**src/rtl/spi_ser_pkg.sv**
```systemverilog
package spi_ser_pkg;
  typedef enum logic {ST_IDLE, ST_SHIFT} eng_st_t;
endpackage

```
**src/rtl/spi_ser_baud.sv**
```systemverilog
module spi_ser_baud #(
  parameter int BRW = 16
) (
  input  logic           clk,
  input  logic           rst,
  input  logic           run,
  input  logic [BRW-1:0] reload,
  output logic           tick
);
  logic [BRW-1:0] cnt_q;

  // one tick per SCK half period while running
  assign tick = run && (cnt_q == reload);

  always_ff @(posedge clk) begin
    if (rst || !run || tick) cnt_q <= '0;
    else                     cnt_q <= cnt_q + 1'b1;
  end
endmodule

```
**src/rtl/spi_ser_rxpack.sv**
```systemverilog
module spi_ser_rxpack #(
  parameter int DW  = 32,
  parameter int NBW = 3
) (
  input  logic           clk,
  input  logic           rst,
  input  logic           bit_vld,
  input  logic           bit_in,
  input  logic           msb_first,
  input  logic           flush,
  output logic           push,
  output logic [DW-1:0]  data,
  output logic [NBW-1:0] nbytes
);
  localparam int NB = DW / 8;

  logic [7:0]     byte_q, byte_n;
  logic [2:0]     pos_q, pos_n;
  logic [DW-1:0]  ent_q, ent_a, ent_b;
  logic [NBW-1:0] cnt_q, cnt_a, cnt_b;
  logic           full_byte, part, do_push;

  always_comb begin
    byte_n = byte_q;
    if (bit_vld) begin
      if (msb_first) byte_n = {byte_q[6:0], bit_in};
      else           byte_n[pos_q] = bit_in;
    end
    pos_n     = pos_q + {2'b00, bit_vld};
    full_byte = bit_vld && (pos_q == 3'd7);
    ent_a     = full_byte ? {ent_q[DW-9:0], byte_n} : ent_q;
    cnt_a     = cnt_q + NBW'(full_byte);
    // a partial trailing byte is appended at flush time
    part      = flush && (pos_n != 3'd0);
    ent_b     = part ? {ent_a[DW-9:0], byte_n} : ent_a;
    cnt_b     = cnt_a + NBW'(part);
    do_push   = (cnt_b == NBW'(NB)) || (flush && (cnt_b != '0));
  end

  always_ff @(posedge clk) begin
    if (rst) begin
      byte_q <= '0;
      pos_q  <= '0;
      ent_q  <= '0;
      cnt_q  <= '0;
      push   <= 1'b0;
      data   <= '0;
      nbytes <= '0;
    end else begin
      push <= do_push;
      if (do_push) begin
        data   <= ent_b;
        nbytes <= cnt_b;
      end
      ent_q  <= (do_push || flush) ? '0 : ent_b;
      cnt_q  <= (do_push || flush) ? '0 : cnt_b;
      byte_q <= (full_byte || flush) ? 8'd0 : byte_n;
      pos_q  <= flush ? 3'd0 : pos_n;
    end
  end
endmodule

```
**src/rtl/spi_ser_engine.sv**
```systemverilog
module spi_ser_engine
  import spi_ser_pkg::*;
#(
  parameter int DW     = 32,
  parameter int BRW    = 16,
  parameter int TODO_W = 16,
  parameter int LEN_W  = $clog2(DW),
  parameter int NBW    = $clog2(DW / 8) + 1
) (
  input  logic              clk,
  input  logic              rst,
  input  logic [LEN_W-1:0]  cfg_word_m1,
  input  logic              cfg_msb_first,
  input  logic              cfg_cpol,
  input  logic              cfg_ph_lead,
  input  logic              cfg_idle_mosi,
  input  logic              cfg_tx_off,
  input  logic              cfg_rx_off,
  input  logic [BRW-1:0]    cfg_reload,
  input  logic              rxreq_we,
  input  logic [TODO_W-1:0] rxreq_cnt,
  output logic [TODO_W-1:0] todo,
  output logic              busy,
  input  logic              txf_empty,
  input  logic [DW-1:0]     txf_data,
  output logic              txf_pop,
  output logic              rxf_push,
  output logic [DW-1:0]     rxf_data,
  output logic [NBW-1:0]    rxf_nbytes,
  output logic              sck,
  output logic              mosi,
  input  logic              miso
);
  eng_st_t           st_q;
  logic              lead_q, cpha0_q, msb_q, rxonly_q, rxen_q;
  logic [LEN_W-1:0]  nm1_q, bidx_q;
  logic [DW-1:0]     txsh_q;
  logic [TODO_W-1:0] todo_q;
  logic              sck_q, mosi_q, pop_q;

  logic              tick, go_tx, go_rx, edge_lead, edge_trail, last;
  logic              word_end, smp, drive, flush, req_ok, head;
  logic [LEN_W-1:0]  sh_amt;
  logic [DW-1:0]     aligned;

  spi_ser_baud #(.BRW(BRW)) u_baud (
    .clk(clk), .rst(rst), .run(st_q == ST_SHIFT), .reload(cfg_reload), .tick(tick)
  );

  always_comb begin
    go_tx      = !cfg_tx_off && !txf_empty;
    go_rx      = cfg_tx_off && !cfg_rx_off && (todo_q != '0);
    sh_amt     = LEN_W'(DW - 1) - cfg_word_m1;
    aligned    = cfg_msb_first ? (txf_data << sh_amt) : txf_data;
    head       = msb_q ? txsh_q[DW-1] : txsh_q[0];
    edge_lead  = tick && !lead_q;
    edge_trail = tick && lead_q;
    last       = (bidx_q == nm1_q);
    word_end   = edge_trail && last;
    smp        = rxen_q && ((edge_lead && cpha0_q) || (edge_trail && !cpha0_q));
    drive      = !rxonly_q && ((edge_lead && !cpha0_q) || (edge_trail && cpha0_q && !last));
    flush      = word_end && (rxonly_q ? (todo_q == TODO_W'(1)) : txf_empty);
    req_ok     = rxreq_we && (todo_q == '0) && (rxreq_cnt != '0);
  end

  spi_ser_rxpack #(.DW(DW), .NBW(NBW)) u_pack (
    .clk(clk), .rst(rst), .bit_vld(smp), .bit_in(miso), .msb_first(msb_q),
    .flush(flush && rxen_q), .push(rxf_push), .data(rxf_data), .nbytes(rxf_nbytes)
  );

  always_ff @(posedge clk) begin
    if (rst) begin
      st_q     <= ST_IDLE;
      lead_q   <= 1'b0;
      cpha0_q  <= 1'b0;
      msb_q    <= 1'b0;
      rxonly_q <= 1'b0;
      rxen_q   <= 1'b0;
      nm1_q    <= '0;
      bidx_q   <= '0;
      txsh_q   <= '0;
      todo_q   <= '0;
      sck_q    <= cfg_cpol;
      mosi_q   <= cfg_idle_mosi;
      pop_q    <= 1'b0;
    end else begin
      pop_q <= 1'b0;
      if (req_ok)                    todo_q <= rxreq_cnt;
      else if (word_end && rxonly_q) todo_q <= todo_q - 1'b1;
      case (st_q)
        ST_IDLE: begin
          sck_q  <= cfg_cpol;
          mosi_q <= cfg_idle_mosi;
          if (go_tx || go_rx) begin
            st_q     <= ST_SHIFT;
            lead_q   <= 1'b0;
            bidx_q   <= '0;
            nm1_q    <= go_tx ? cfg_word_m1 : LEN_W'(7);
            rxonly_q <= go_rx;
            rxen_q   <= !cfg_rx_off;
            msb_q    <= cfg_msb_first;
            cpha0_q  <= cfg_ph_lead;
            pop_q    <= go_tx;
            if (go_tx && cfg_ph_lead) begin
              mosi_q <= cfg_msb_first ? aligned[DW-1] : aligned[0];
              txsh_q <= cfg_msb_first ? (aligned << 1) : (aligned >> 1);
            end else begin
              txsh_q <= go_tx ? aligned : '0;
            end
          end
        end
        default: begin
          if (tick) begin
            sck_q  <= ~sck_q;
            lead_q <= ~lead_q;
            if (drive) begin
              mosi_q <= head;
              txsh_q <= msb_q ? (txsh_q << 1) : (txsh_q >> 1);
            end
            if (edge_trail) begin
              if (last) begin
                st_q   <= ST_IDLE;
                mosi_q <= cfg_idle_mosi;
              end else begin
                bidx_q <= bidx_q + 1'b1;
              end
            end
          end
        end
      endcase
    end
  end

  assign todo    = todo_q;
  assign busy    = (st_q == ST_SHIFT);
  assign txf_pop = pop_q;
  assign sck     = sck_q;
  assign mosi    = mosi_q;
endmodule

```
**config.mk**
```make
export PLATFORM = sky130hd
export DESIGN_NAME = spi_ser_engine
export DESIGN_NICKNAME = d
export VERILOG_FILES = /design/src/rtl/spi_ser_pkg.sv /design/src/rtl/spi_ser_baud.sv /design/src/rtl/spi_ser_rxpack.sv /design/src/rtl/spi_ser_engine.sv
export SDC_FILE = /design/constraint.sdc
export NUM_CORES = 1
export LEC_CHECK = 0
export ABC_AREA = 1
export BUFFER_PORTS_ARGS = -buffer_cell sky130_fd_sc_hd__buf_4
export CAP_MARGIN = 40
export CORE_ASPECT_RATIO = 1.75
export CORE_MARGIN = 5
export CORE_UTILIZATION = 28
export DETAILED_ROUTE_END_ITERATION = 12
export PLACE_DENSITY = 0.56
export SYNTH_ARGS = -nofsm -noshare
export SYNTH_HDL_FRONTEND = slang
export SYNTH_SLANG_ARGS = --single-unit
export TNS_END_PERCENT = 10
```
**constraint.sdc**
```tcl
create_clock -name clk -period 7.5 [get_ports clk]
set_input_delay 0.75 -clock clk [delete_from_list [all_inputs] [get_ports clk]]
set_output_delay 0.75 -clock clk [all_outputs]
set_load 0.01 [all_outputs]
```
==> summary.md, run 1 <==
| Metric | Value |
|---|---|
| Outcome | finished clean |
| IO buf count | 135 |
| P_sw | 1340 uW |
| Slew of the pin with the lowest slew margin | 819 ps |
| Worst Path Max Fanout | 45 |
| Max_slew headroom | between 40% and 50% |
| Critical path launch point type | input pin |
| Mapped cell area | about 0.011 sq mm |
| GP Congestion | between 0.9 and 1 |
| Total die area | ~0.042 sq mm |
| Final Hold Fails | 0 |
| Non-filler cells, final | 2302 |
| Sequential fraction of design power | a little over a third |
| Crit path time final | ~4800 ps |
| Synth unique cells | 46 |
| Setup bufs post-CTS | 0 |
| Synth Flop Type | dfxtp_1 |
| Clock root cell | clkbuf_16 |
| Overall power | 3280 uW |
| First-pass GRT wire length | 57800 microns |
| First DRT Iteration DRCs | 609 |
| Total track usage | 17.0% |
| Most used cell, CP | inv_1 |
| TritonCTS Buffers | 17 |
| Critical path data arrival time | 5230 ps |
| Register area share after synthesis | 31.0% |
| WP data required | 7880 ps |
| Setup Skew | 6.88 ps |
| Synthesized flop and latch total | 165 |
| Crit-path max cell delay | ~620 ps |
| Worst-path clk slew | roughly 70 ps |
| CTS tree | done |
| Drt wl/cell | 15.6 microns |
| Ranking of synthesized cells by area | dfxtp_1, nand2_1, nand3_1, o21ai_0, inv_1 |
| Pleak | between 0.005 and 0.006 uW |
| Crit Path Class | in -> reg |
| Clk pwr share | 26.1% |
| Max Fclk | 0.206 GHz |
| Worst Hold Path Cells | 2 |
| Final period utilization | 64.6% |
| Max-slew violations | 0 |
| Post-synth top cells | nand2_1, nand3_1, inv_1, o21ai_0, dfxtp_1 |
| Setup TNS | 0 ps |
| HPWL after DPL | 27800 microns |
| CTS max path bufs | 2 |
| Die Y | about 270 microns |
| RSZ-0062 raised after global routing | no |
| CP max stage cell | nand2_2 |
| Row count | 94 |
| Chip Width | 158 microns |
| ANT cells | 0 |
| Comb power frac | 38.3% |
| Htree depth | 4 |
| Initial antenna violation count | 0 |
| Total Wirelength | 36000 microns |
| Sw Share | 40.8% |
| Post-synth EDFFs | 2 |
| Initial Util | 28.4% |
| Core ar. | 0.0378 sq mm |
| Critical path endpoint category | register |
| Clock sinks | 165 |
| Hold Crit Class | reg -> reg |
| Placed cells | 2271 |
| Avg Inst Size Synth | about 6 sq um |
| Vias in the first global route | 11400 |
| DR vias | approximately 12000 |
| Hold_buf cts | 0 |
| Power Density | 259 mW/mm^2 |
| Pint | 1940 uW |
| Largest area contributor in the netlist | dfxtp_1 |
| Worst vdd ir | 162 uV |
| Count leader, synth | nand2_1 |
| Final setup viols | 0 |
| Area share of the largest cell type after synthesis | 30.4% |
| WHS | around 470 ps |
| Max-Cap Viols | 0 |
| Synthesis warning total | 0 |
| Layout area overhead | 17.9% |
| Share of layout cells above drive strength 1 | between 10% and 20% |
| Post-synth ARST share | 0% |
| Post-DRT Antenna Nets | 0 |
| CTS resizes | 0 |
| Worst reg-to-reg path cell count | 26 |
| Post-Synthesis Cells | 1741 |
| # DRC | 0 |
| Clock latency on the worst-skew pair | ~440 ps |
| TritonRoute pass-1 iters | 8 |
| Final #Nets | 1898 |
| Global route total overflow | 0 |
| Syn nets | 1829 |
| Ports | 136 |
| Vias per cell | 5.06 |
| Largest net degree at the start of global routing | 63 |
## final cells by class
class,count,area [sq um]
well taps,480,601
clock buffers,20,467
inverters,210,788
clock inverters,11,100
multi-input cells,1268,6160
fillers,4189,25100
repair buffers,148,1190
flip-flops and latches,165,3320
## metal layers
layer / up-vias / share of wire (%) / wire length (microns) / global-route usage (%)
met2: 267 / 54 / 19400 / 32.0
met5: - / 0 / 0 / 0
met1: 5381 / 38 / 13700 / 17.8
li1: 5905 / - / - / -
met4: 0 / 4.9 / 1760 / 9.12
met3: 87 / 3.2 / 1170 / 2.30
## per-stage QoR
| stage | setup slack [ps] | utilization, % | cell area (sq um) |
|---|---|---|---|
| after floorplan | 3440 | - | 10700 |
| final | 2650 | 33.5 | 12600 |
| after global placement | 2330 | 31.7 | 12000 |
| after global routing | 2140 | 33.5 | 12600 |
| after detailed placement | 2200 | 32.0 | 12100 |
| after CTS | 2600 | 33.5 | 12600 |
## cell families (layout without fill, tap and decap cells)
logic type | after synthesis | after routing | synth area share [%]
buffers and inverters | 308 | 389 | 11.6
adders and majority gates | 8 | 8 | 1.00
AOI/OAI and AO/OA | 370 | 370 | 19.3
xor gates and xnor gates | 21 | 21 | 1.72
muxes | 1 | 1 | 0.0934
and+or+nand+nor | 868 | 868 | 35.3
DFF | 165 | 165 | 31.0
## worst paths after layout
path                                 startpoint  slack, ps                       endpoint
setup / recovery                  cfg_reload[1]       2650   u_pack.data[13]$_SDFFE_PP0P_
hold / removal    u_pack.nbytes[1]$_SDFFE_PP0P_        470  u_pack.nbytes[1]$_SDFFE_PP0P_
setup reg to reg     u_baud.cnt_q[0]$_SDFF_PP0_       2650   u_pack.data[13]$_SDFFE_PP0P_
hold reg to reg   u_pack.nbytes[1]$_SDFFE_PP0P_        470  u_pack.nbytes[1]$_SDFFE_PP0P_
## power by group through the flow
stage / clock network, uW / logic (uW) / registers [uW]
4_1_cts: 884 / 1260 / 1170
5_1_grt: 916 / 1420 / 1190
3_5_place_dp: 0 / 1260 / 1190
3_3_place_gp: 0 / 1220 / 1180
2_1_floorplan: 0 / 898 / 1150
6_report: 854 / 1250 / 1170
## state kept, by name, summed over array words and instances (netlist names), 3 cells and up
| register | flops |
|---|---|
| u_pack.pos_q | 3 |
| txsh_q | 32 |
| bidx_q | 5 |
| nm1_q | 5 |
| u_pack.cnt_q | 3 |
| u_pack.byte_q | 8 |
| u_pack.data | 32 |
| u_pack.ent_q | 32 |
| todo | 16 |
| u_baud.cnt_q | 16 |
| u_pack.nbytes | 3 |
## worst max-delay path: cells and delay by family
kind | cells | cell delay, ps
adders and majority gates | 4 | 1030
AOI/OAI and AO/OA | 1 | 120
xor gates and xnor gates | 1 | 190
and+or+nand+nor | 13 | 2220
buffers and inverters | 7 | 900
## layout by cell type, fill, tap and decap left out, types with 21 or more instances in the layout
| master | Yosys | final |
|---|---|---|
| nand3_1 | 215 | 215 |
| o211ai_1 | 21 | 21 |
| buf_4 | 10 | 144 |
| nand2_1 | 501 | 500 |
| o21ai_0 | 185 | 185 |
| a21oi_1 | 73 | 73 |
| dfxtp_1 | 163 | 163 |
| nor2_1 | 71 | 69 |
| nand4_1 | 33 | 33 |
| a22oi_1 | 31 | 31 |
| a31oi_1 | 45 | 45 |
| inv_1 | 195 | 194 |
No activity file was read; power rests on OpenSTA's default activity.
==> inputs of run 2 (changes only) <==
--- a/config.mk
+++ b/config.mk
@@ -5,7 +5,7 @@
 export SDC_FILE = /design/constraint.sdc
 export NUM_CORES = 1
 export LEC_CHECK = 0
-export ABC_AREA = 1
+export ABC_AREA = 0
 export BUFFER_PORTS_ARGS = -buffer_cell sky130_fd_sc_hd__buf_4
 export CAP_MARGIN = 40
 export CORE_ASPECT_RATIO = 1.75
==> constraint.sdc (replaced) <==
create_clock -name clk -period 4.6 [get_ports clk]
set_input_delay 0.46 -clock clk [delete_from_list [all_inputs] [get_ports clk]]
set_output_delay 0.46 -clock clk [all_outputs]
set_load 0.01 [all_outputs]
==> summary.md, run 2 <==
| Metric | Value |
|---|---|
| Htree depth | 4 (unchanged) |
| Biggest regs | txsh_q: 32 flops, u_pack.data: 32 flops, u_pack.ent_q: 32 flops |
| Mapped cell area | 0.0103 sq mm (-3.9%) |
| Final setup viols | 0 (unchanged) |
| Outcome | finished clean |
| Worst-path clk slew | 70 ps (about the same) |
| Worst Path Max Fanout | 19 (-58%) |
| Slew of the pin with the lowest slew margin | 802 ps (-17.3 ps) |
| Overall power | 5200 uW (+59%) |
| Vias per cell | 5.43 (+7.3%) |
| RSZ-0062 raised after global routing | no |
| Total die area | 0.0409 sq mm (-3.7%) |
| Max Fclk | 0.240 GHz |
| Setup Skew | 9.71 ps (+2.83 ps) |
| Crit Path Class | reg -> reg |
| Non-filler cells, final | 1799 (-22%) |
| Power Density | 418 mW/mm^2 (+61%) |
| Post-synth EDFFs | 2 (unchanged) |
| Total Wirelength | 34400 microns (-4.4%) |
| Critical path data arrival time | 4510 ps (-720 ps) |
| Cell Chain, Critical Path | xnor2_1 > nand4_1 > nor4_4 > nand2_1 > inv_1 > ha_1 > ha_1 > xor2_1 > nor3_2 > or4_4 > inv_1 > fa_1 > or2_2 > a21o_2 > buf_8 > buf_4 > a211oi_1 |
| Layout area overhead | 20.6% |
| WP data required | 4950 ps (-2930 ps) |
| Design Area, Final | 0.0124 sq mm (-1.7%) |
| Worst vdd ir | 204 uV (+26%) |
| Max-Cap Viols | 0 (unchanged) |
| Crit-path max cell delay | 430 ps (-190 ps) |
| Crit path time final | roughly 4200 ps |
| DP Area | 0.0118 sq mm (-2.1%) |
| Area share of the largest cell type after synthesis | 31.7% (+1.2 points) |
| Largest net degree at the start of global routing | 76 (+21%) |
| Post-synth top cells | dfxtp_1, nor2_1, nand2_1, a21oi_1, mux2i_1 |
| Avg Inst Size Synth | 8.45 sq um (+37%) |
| GP Congestion | 0.907 (+0.21%) |
| Critical path endpoint category | register |
| HPWL after DPL | 26000 microns (-6.4%) |
| CP max stage cell | dfxtp_1 |
| IO buf count | 135 (unchanged) |
| Post-Synthesis Cells | 1220 (-30%) |
| Critical path launch point type | register |
| Most common cell after layout, fill and taps aside | buf_4 |
| Hold_buf cts | 0 (unchanged) |
| CTS max path bufs | 2 (unchanged) |
| Final #Nets | 1399 (-26%) |
| Setup TNS | 0 ps (unchanged) |
| Syn nets | 1308 (-28%) |
| Placed cells | 1765 (-22%) |
| Final Hold Fails | 0 (unchanged) |
| Pleak | 0.00468 uW (-20%) |
| DR vias | 9765 (-16%) |
| Ranking of synthesized cells by area | dfxtp_1, mux2i_1, mux4_2, nor2_1, a21oi_1 |
| CTS tree | done |
| Share of layout cells above drive strength 1 | 20.9% (+9.0 points) |
| CP top delay family | simple AND/OR/NAND/NOR gates |
| Max-slew violations | 0 (unchanged) |
| Clock latency on the worst-skew pair | 440 ps (about the same) |
| Vias in the first global route | 9797 (-14%) |
| ANT cells | 0 (unchanged) |
| Row count | 93 (-1.1%) |
| Count leader, synth | dfxtp_1 |
| First DRT Iteration DRCs | 522 (-14%) |
| Finished Core Util | 33.9% (+0.43 points) |
| Initial Util | 28.1% (-0.27 points) |
| Clock root cell | clkbuf_16 |
| Max_slew headroom | 46.3% (+1.1 points) |
| Hold Crit Class | in -> reg |
| Synthesized flop and latch total | 165 (unchanged) |
| Drt wl/cell | 19.1 microns (+22%) |
| Die Y | 264 microns (-1.9%) |
| TritonCTS Buffers | 17 (unchanged) |
| Clock sinks | 165 (unchanged) |
| Initial antenna violation count | 0 (unchanged) |
| Largest area contributor in the netlist | dfxtp_1 |
| Register area share after synthesis | 32.2% (+1.2 points) |
| Most frequent cells in the layout | buf_4, dfxtp_1, nor2_1, nand2_1, a21oi_1 |
| Global route total overflow | 0 (unchanged) |
| Total track usage | 16.6% (-0.34 points) |
| Core ar. | 0.0367 sq mm (-2.9%) |
| TritonRoute pass-1 iters | 4 (-4) |
| Post-DRT Antenna Nets | 0 (unchanged) |
| # DRC | 0 (unchanged) |
| Buf/Inv on CP | 4 (-3) |
| Synth unique cells | 82 (+78%) |
| Final period utilization | between 90 and 100% |
| Chip Width | 155 microns (-1.8%) |
| Post-synth ARST share | 0% (unchanged) |
| First-pass GRT wire length | 54700 microns (-5.4%) |
| Synth Flop Type | dfxtp_1 |
| Ports | 136 (unchanged) |
| Synthesis warning total | 0 (unchanged) |
==> run 2: layout make-up <==
| type | instances | area, sq um |
|---|---|---|
| fillers | 3845 | 24200 |
| inverters | 28 | 105 |
| well taps | 475 | 594 |
| clock inverters | 13 | 129 |
| repair buffers | 168 | 1320 |
| flip-flops and latches | 165 | 3330 |
| clock buffers | 19 | 443 |
| multi-input cells | 931 | 6500 |
==> run 2: cell families after synthesis <==
kind of cell,count (synthesis),synth area share (%)
AOI/OAI and AO/OA,315,21.0
xor gates and xnor gates,54,4.84
muxes,121,15.8
adders and majority gates,8,1.04
buffers and inverters,124,5.01
and+or+nand+nor,433,20.1
DFF,165,32.2
==> run 2: power by group <==
| group | internal [uW] | switching [uW] | leakage, uW |
|---|---|---|---|
| Sequential | 1620 | 205 | 0.00134 |
| Combinational | 785 | 1180 | 0.00306 |
| Clock | 737 | 668 | 0.000278 |
| Total | 3140 | 2060 | 0.00468 |
==> run 2: layer usage <==
layer	up-vias	global-route usage, %	wire length [microns]
li1	4717	-	-
met3	68	2.79	1140
met2	225	31.8	19000
met1	4755	17.1	12800
met5	-	0	0
met4	0	8.05	1450
==> run 2: stage by stage <==
step,hold slack (ps),setup slack [ps]
after floorplan,440,6.93
after global placement,461,156
after detailed placement,467,58.3
after CTS,200,195
after global routing,212,29.8
final,227,439
==> run 2: path summary, 6_finish.rpt <==
path                                   start                      endpoint  slack (ps)  cells past startpoint
setup / recovery  u_baud.cnt_q[7]$_SDFF_PP0_  u_pack.data[16]$_SDFFE_PP0P_         440                     17
hold / removal                    cfg_rx_off           rxen_q$_SDFFE_PP0P_         230                      2
setup reg to reg  u_baud.cnt_q[7]$_SDFF_PP0_  u_pack.data[16]$_SDFFE_PP0P_         440                     17
hold reg to reg       txsh_q[4]$_SDFFE_PP0P_        txsh_q[4]$_SDFFE_PP0P_         470                      2
==> run 2: timing repair <==
action                                  in CTS  in global routing
setup buffers                                0                  2
endpoints found under the setup margin       0                 31
resized for setup                            0                 12
==> inputs of run 3 (changes only) <==
--- a/config.mk
+++ b/config.mk
@@ -12,8 +12,10 @@
 export CORE_MARGIN = 5
 export CORE_UTILIZATION = 28
 export DETAILED_ROUTE_END_ITERATION = 12
-export PLACE_DENSITY = 0.56
+export GPL_TIMING_DRIVEN = 0
+export PLACE_DENSITY = 0.55
 export SYNTH_ARGS = -nofsm -noshare
 export SYNTH_HDL_FRONTEND = slang
+export SYNTH_HIERARCHICAL = 1
 export SYNTH_SLANG_ARGS = --single-unit
 export TNS_END_PERCENT = 10
==> summary.md, run 3 <==
| Metric | Value |
|---|---|
| Post-DRT Antenna Nets | 0 (unchanged) |
| Most frequent cells in the layout | dfxtp_1, nor2_1, buf_4, nand2_1, a21oi_1 |
| TritonCTS Buffers | 17 (unchanged) |
| Clock sinks | 165 (unchanged) |
| CP top delay family | simple AND/OR/NAND/NOR gates |
| Clock root cell | clkbuf_16 |
| Layout area overhead | 22.9% |
| Crit Path Class | reg -> reg |
| Synth Flop Type | dfxtp_1 |
| Syn nets | 1412 (+8.0%) |
| Vias in the first global route | 11700 (+20%) |
| DR vias | 11700 (+19%) |
| WP data required | 4960 ps (about the same) |
| Share of layout cells above drive strength 1 | 21.2% (+0.25 points) |
| Core ar. | 0.0393 sq mm (+7.2%) |
| Final #Nets | 1578 (+13%) |
| Largest net degree at the start of global routing | 18 (-76%) |
| Total track usage | 21.4% (+4.8 points) |
| Area of the multi-input gates | 0.00725 sq mm (+11%) |
| Final setup viols | 0 (unchanged) |
| Area share of the largest cell type after synthesis | 29.3% (-2.3 points) |
| CTS max path bufs | 2 (unchanged) |
| IO buf count | 132 (-2.2%) |
| Drt wl/cell | 24.4 microns (+28%) |
| Ranking of synthesized cells by area | dfxtp_1, nor2_1, mux4_2, mux2i_1, nand2_1 |
| Final Hold Fails | 0 (unchanged) |
| Post-synth ARST share | 0% (unchanged) |
| Setup TNS | 0 ps (unchanged) |
| GP Congestion | 0.976 (+7.6%) |
| P_sw | 1760 uW (-15%) |
| Pint | 3080 uW (-1.9%) |
| Final period utilization | 96.4% (+5.9 points) |
| Overall power | 4840 uW (-7.0%) |
| Comb power frac | 32.2% (-5.7 points) |
| Most common cell after layout, fill and taps aside | dfxtp_1 |
| Critical path data arrival time | 4790 ps (+280 ps) |
| Biggest regs | txsh_q: 32 flops, u_pack/data: 32 flops, u_pack/ent_q: 32 flops |
| ANT cells | 0 (unchanged) |
| Sw Share | 36.3% (-3.3 points) |
| Slew of the pin with the lowest slew margin | 815 ps (+12.6 ps) |
| Setup Skew | 9.19 ps (-0.521 ps) |
| Power Density | 353 mW/mm^2 (-16%) |
| Hold_buf cts | 0 (unchanged) |
| Crit-path max cell delay | 480 ps (+50 ps) |
| Largest area contributor in the netlist | dfxtp_1 |
| Max Fclk | 0.226 GHz (-6.2%) |
| First-pass GRT wire length | 72100 microns (+32%) |
| Seq. cell area | 0.00333 sq mm (about the same) |
| Sequential fraction of design power | 35.3% (+0.2 points) |
| Outcome | finished clean |
| Count leader, synth | dfxtp_1 |
| Synth unique cells | 94 (+15%) |
| Avg Inst Size Synth | 8.41 sq um (-0.40%) |
| Row count | 96 (+3.2%) |
| Vias per cell | 5.85 (+7.8%) |
| Max-slew violations | 0 (unchanged) |
| WHS | 214 ps (-13.1 ps) |
| HPWL after DPL | 39000 microns (+50%) |
| Hold Crit Class | in -> reg |
| Critical path endpoint category | register |
| Total Wirelength | 48600 microns (+41%) |
| TritonRoute pass-1 iters | 5 (+1) |
| Pleak | 0.00501 uW (+7.0%) |
| Ports | 136 (unchanged) |
| # DRC | 0 (unchanged) |
| CTS tree | done |
| Worst slack, placed | -1620 ps (-1670 ps) |
| First DRT Iteration DRCs | 849 (+63%) |
| Global route total overflow | 0 (unchanged) |
| Post-synth top cells | dfxtp_1, nor2_1, nand2_1, a21oi_1, clkbuf_1 |
| Max_slew headroom | 44.9% (-1.4 points) |
| Critical path launch point type | register |
| Buf/Inv on CP | 2 (-2) |
| Total die area | 0.0440 sq mm (+7.6%) |
| Post-synth EDFFs | 2 (unchanged) |
| Register area share after synthesis | 29.9% (-2.4 points) |
| Chip Width | 161 microns (+3.7%) |
| Worst Path Max Fanout | 10 (-9) |
| Mapped cell area | 0.0111 sq mm (+8.0%) |
| Synthesis warning total | 6 (+6) |
| Crit path time final | 4430 ps (+273 ps) |
| Design Area, Final | 0.0137 sq mm (+10%) |
| CP max stage cell | a2111o_1 |
| Die Y | 274 microns (+3.8%) |
| Worst-path clk slew | 60 ps (about the same) |
| Clk pwr share | 32.5% (+5.5 points) |
| Number of fill cells | 4097 (+6.6%) |
| Htree depth | 4 (unchanged) |
| Initial antenna violation count | 0 (unchanged) |
| Worst vdd ir | 261 uV (+28%) |
| Max-Cap Viols | 0 (unchanged) |
| Clock latency on the worst-skew pair | 440 ps (about the same) |
| Most used cell, CP | ha_4 |
| DP Area | 0.0128 sq mm (+8.3%) |
| Cell Chain, Critical Path | xor2_1 > nor4_2 > nand2_1 > nor4_4 > and3_4 > ha_4 > ha_4 > or2_4 > o21ai_4 > inv_2 > fa_2 > ha_4 > nor2_4 > nor2_4 > a21o_4 > buf_6 > a2111o_1 > a21oi_2 |
| Synthesized flop and latch total | 165 (unchanged) |
| Initial Util | 28.3% (+0.22 points) |
| Setup slack after layout | 166 ps (-273 ps) |
| Post-Synthesis Cells | 1323 (+8.4%) |
run 3: changes by cell type in the layout (fill, tap and decap cells not counted), moves of 12 or more:
cell      delta
buf_4       -15
nor2b_1     +17
a2111o_1    +15
o21ai_0     -15
buf_6       +19
buf_2       +15
a21oi_1     -16
mux2i_1     -31
nor3_1      +19
inv_1       +12
clkbuf_1    +49
mux2_2      +16
run 3: timing repair:
item,in CTS,in global routing
pin swaps,4,13
setup buffers,6,4
gates resized for setup,20,19
endpoints found under the setup margin,69,42
run 3: cell families (layout without fill, tap and decap cells):
logic type      after synthesis  after routing  synth area share [%]
buf+inv                     139            318                  6.36
fa+ha+maj                     9              9                  1.08
xor+xnor                     54             54                  4.32
mux                         101            101                  12.5
compound gates              347            347                  23.4
simple gates                508            508                  22.5
flops                       165            165                  29.9
run 3: worst paths after layout:
path,from,end,slack [ps],cells past startpoint
setup / recovery,u_baud/cnt_q[12]$_SDFF_PP0_,u_pack/data[18]$_SDFFE_PP0P_,170,18
hold / removal,cfg_rx_off,rxen_q$_SDFFE_PP0P_,210,2
setup reg to reg,u_baud/cnt_q[12]$_SDFF_PP0_,u_pack/data[18]$_SDFFE_PP0P_,170,18
hold reg to reg,u_pack/data[21]$_SDFFE_PP0P_,u_pack/data[21]$_SDFFE_PP0P_,460,2
run 3: final cells by class:
cell class | instances | area share (%)
buffer | 96 | 4.16
clock buffer | 17 | 3.11
clock inverter | 15 | 1.57
inverter | 42 | 1.18
multi-input combinational | 1019 | 52.9
sequential | 165 | 24.3
tap | 490 | 4.48
timing repair buffer | 148 | 8.21
run 3: metal layers:
metal	track usage, %	share of wire, %	vias to the layer above
met3	3.56	5.3	187
met1	20.5	33	5601
met4	14.1	7.6	0
met2	41.3	54	551
li1	-	-	5318
met5	0	0	-
run 3: metrics by stage:
step	cells	util [%]
2_1_floorplan	1323	-
3_3_place_gp	1945	32.5
3_5_place_dp	1950	32.6
4_1_cts	1987	34.5
5_1_grt	1992	34.8
6_report	1992	34.8
run 3: power groups by stage:
stage	sequential (uW)	combinational, uW	clock (uW)
2_1_floorplan	1710	940	0
3_3_place_gp	1730	1520	0
3_5_place_dp	1730	1530	0
4_1_cts	1700	1530	1610
5_1_grt	1720	1670	1660
6_report	1710	1560	1570
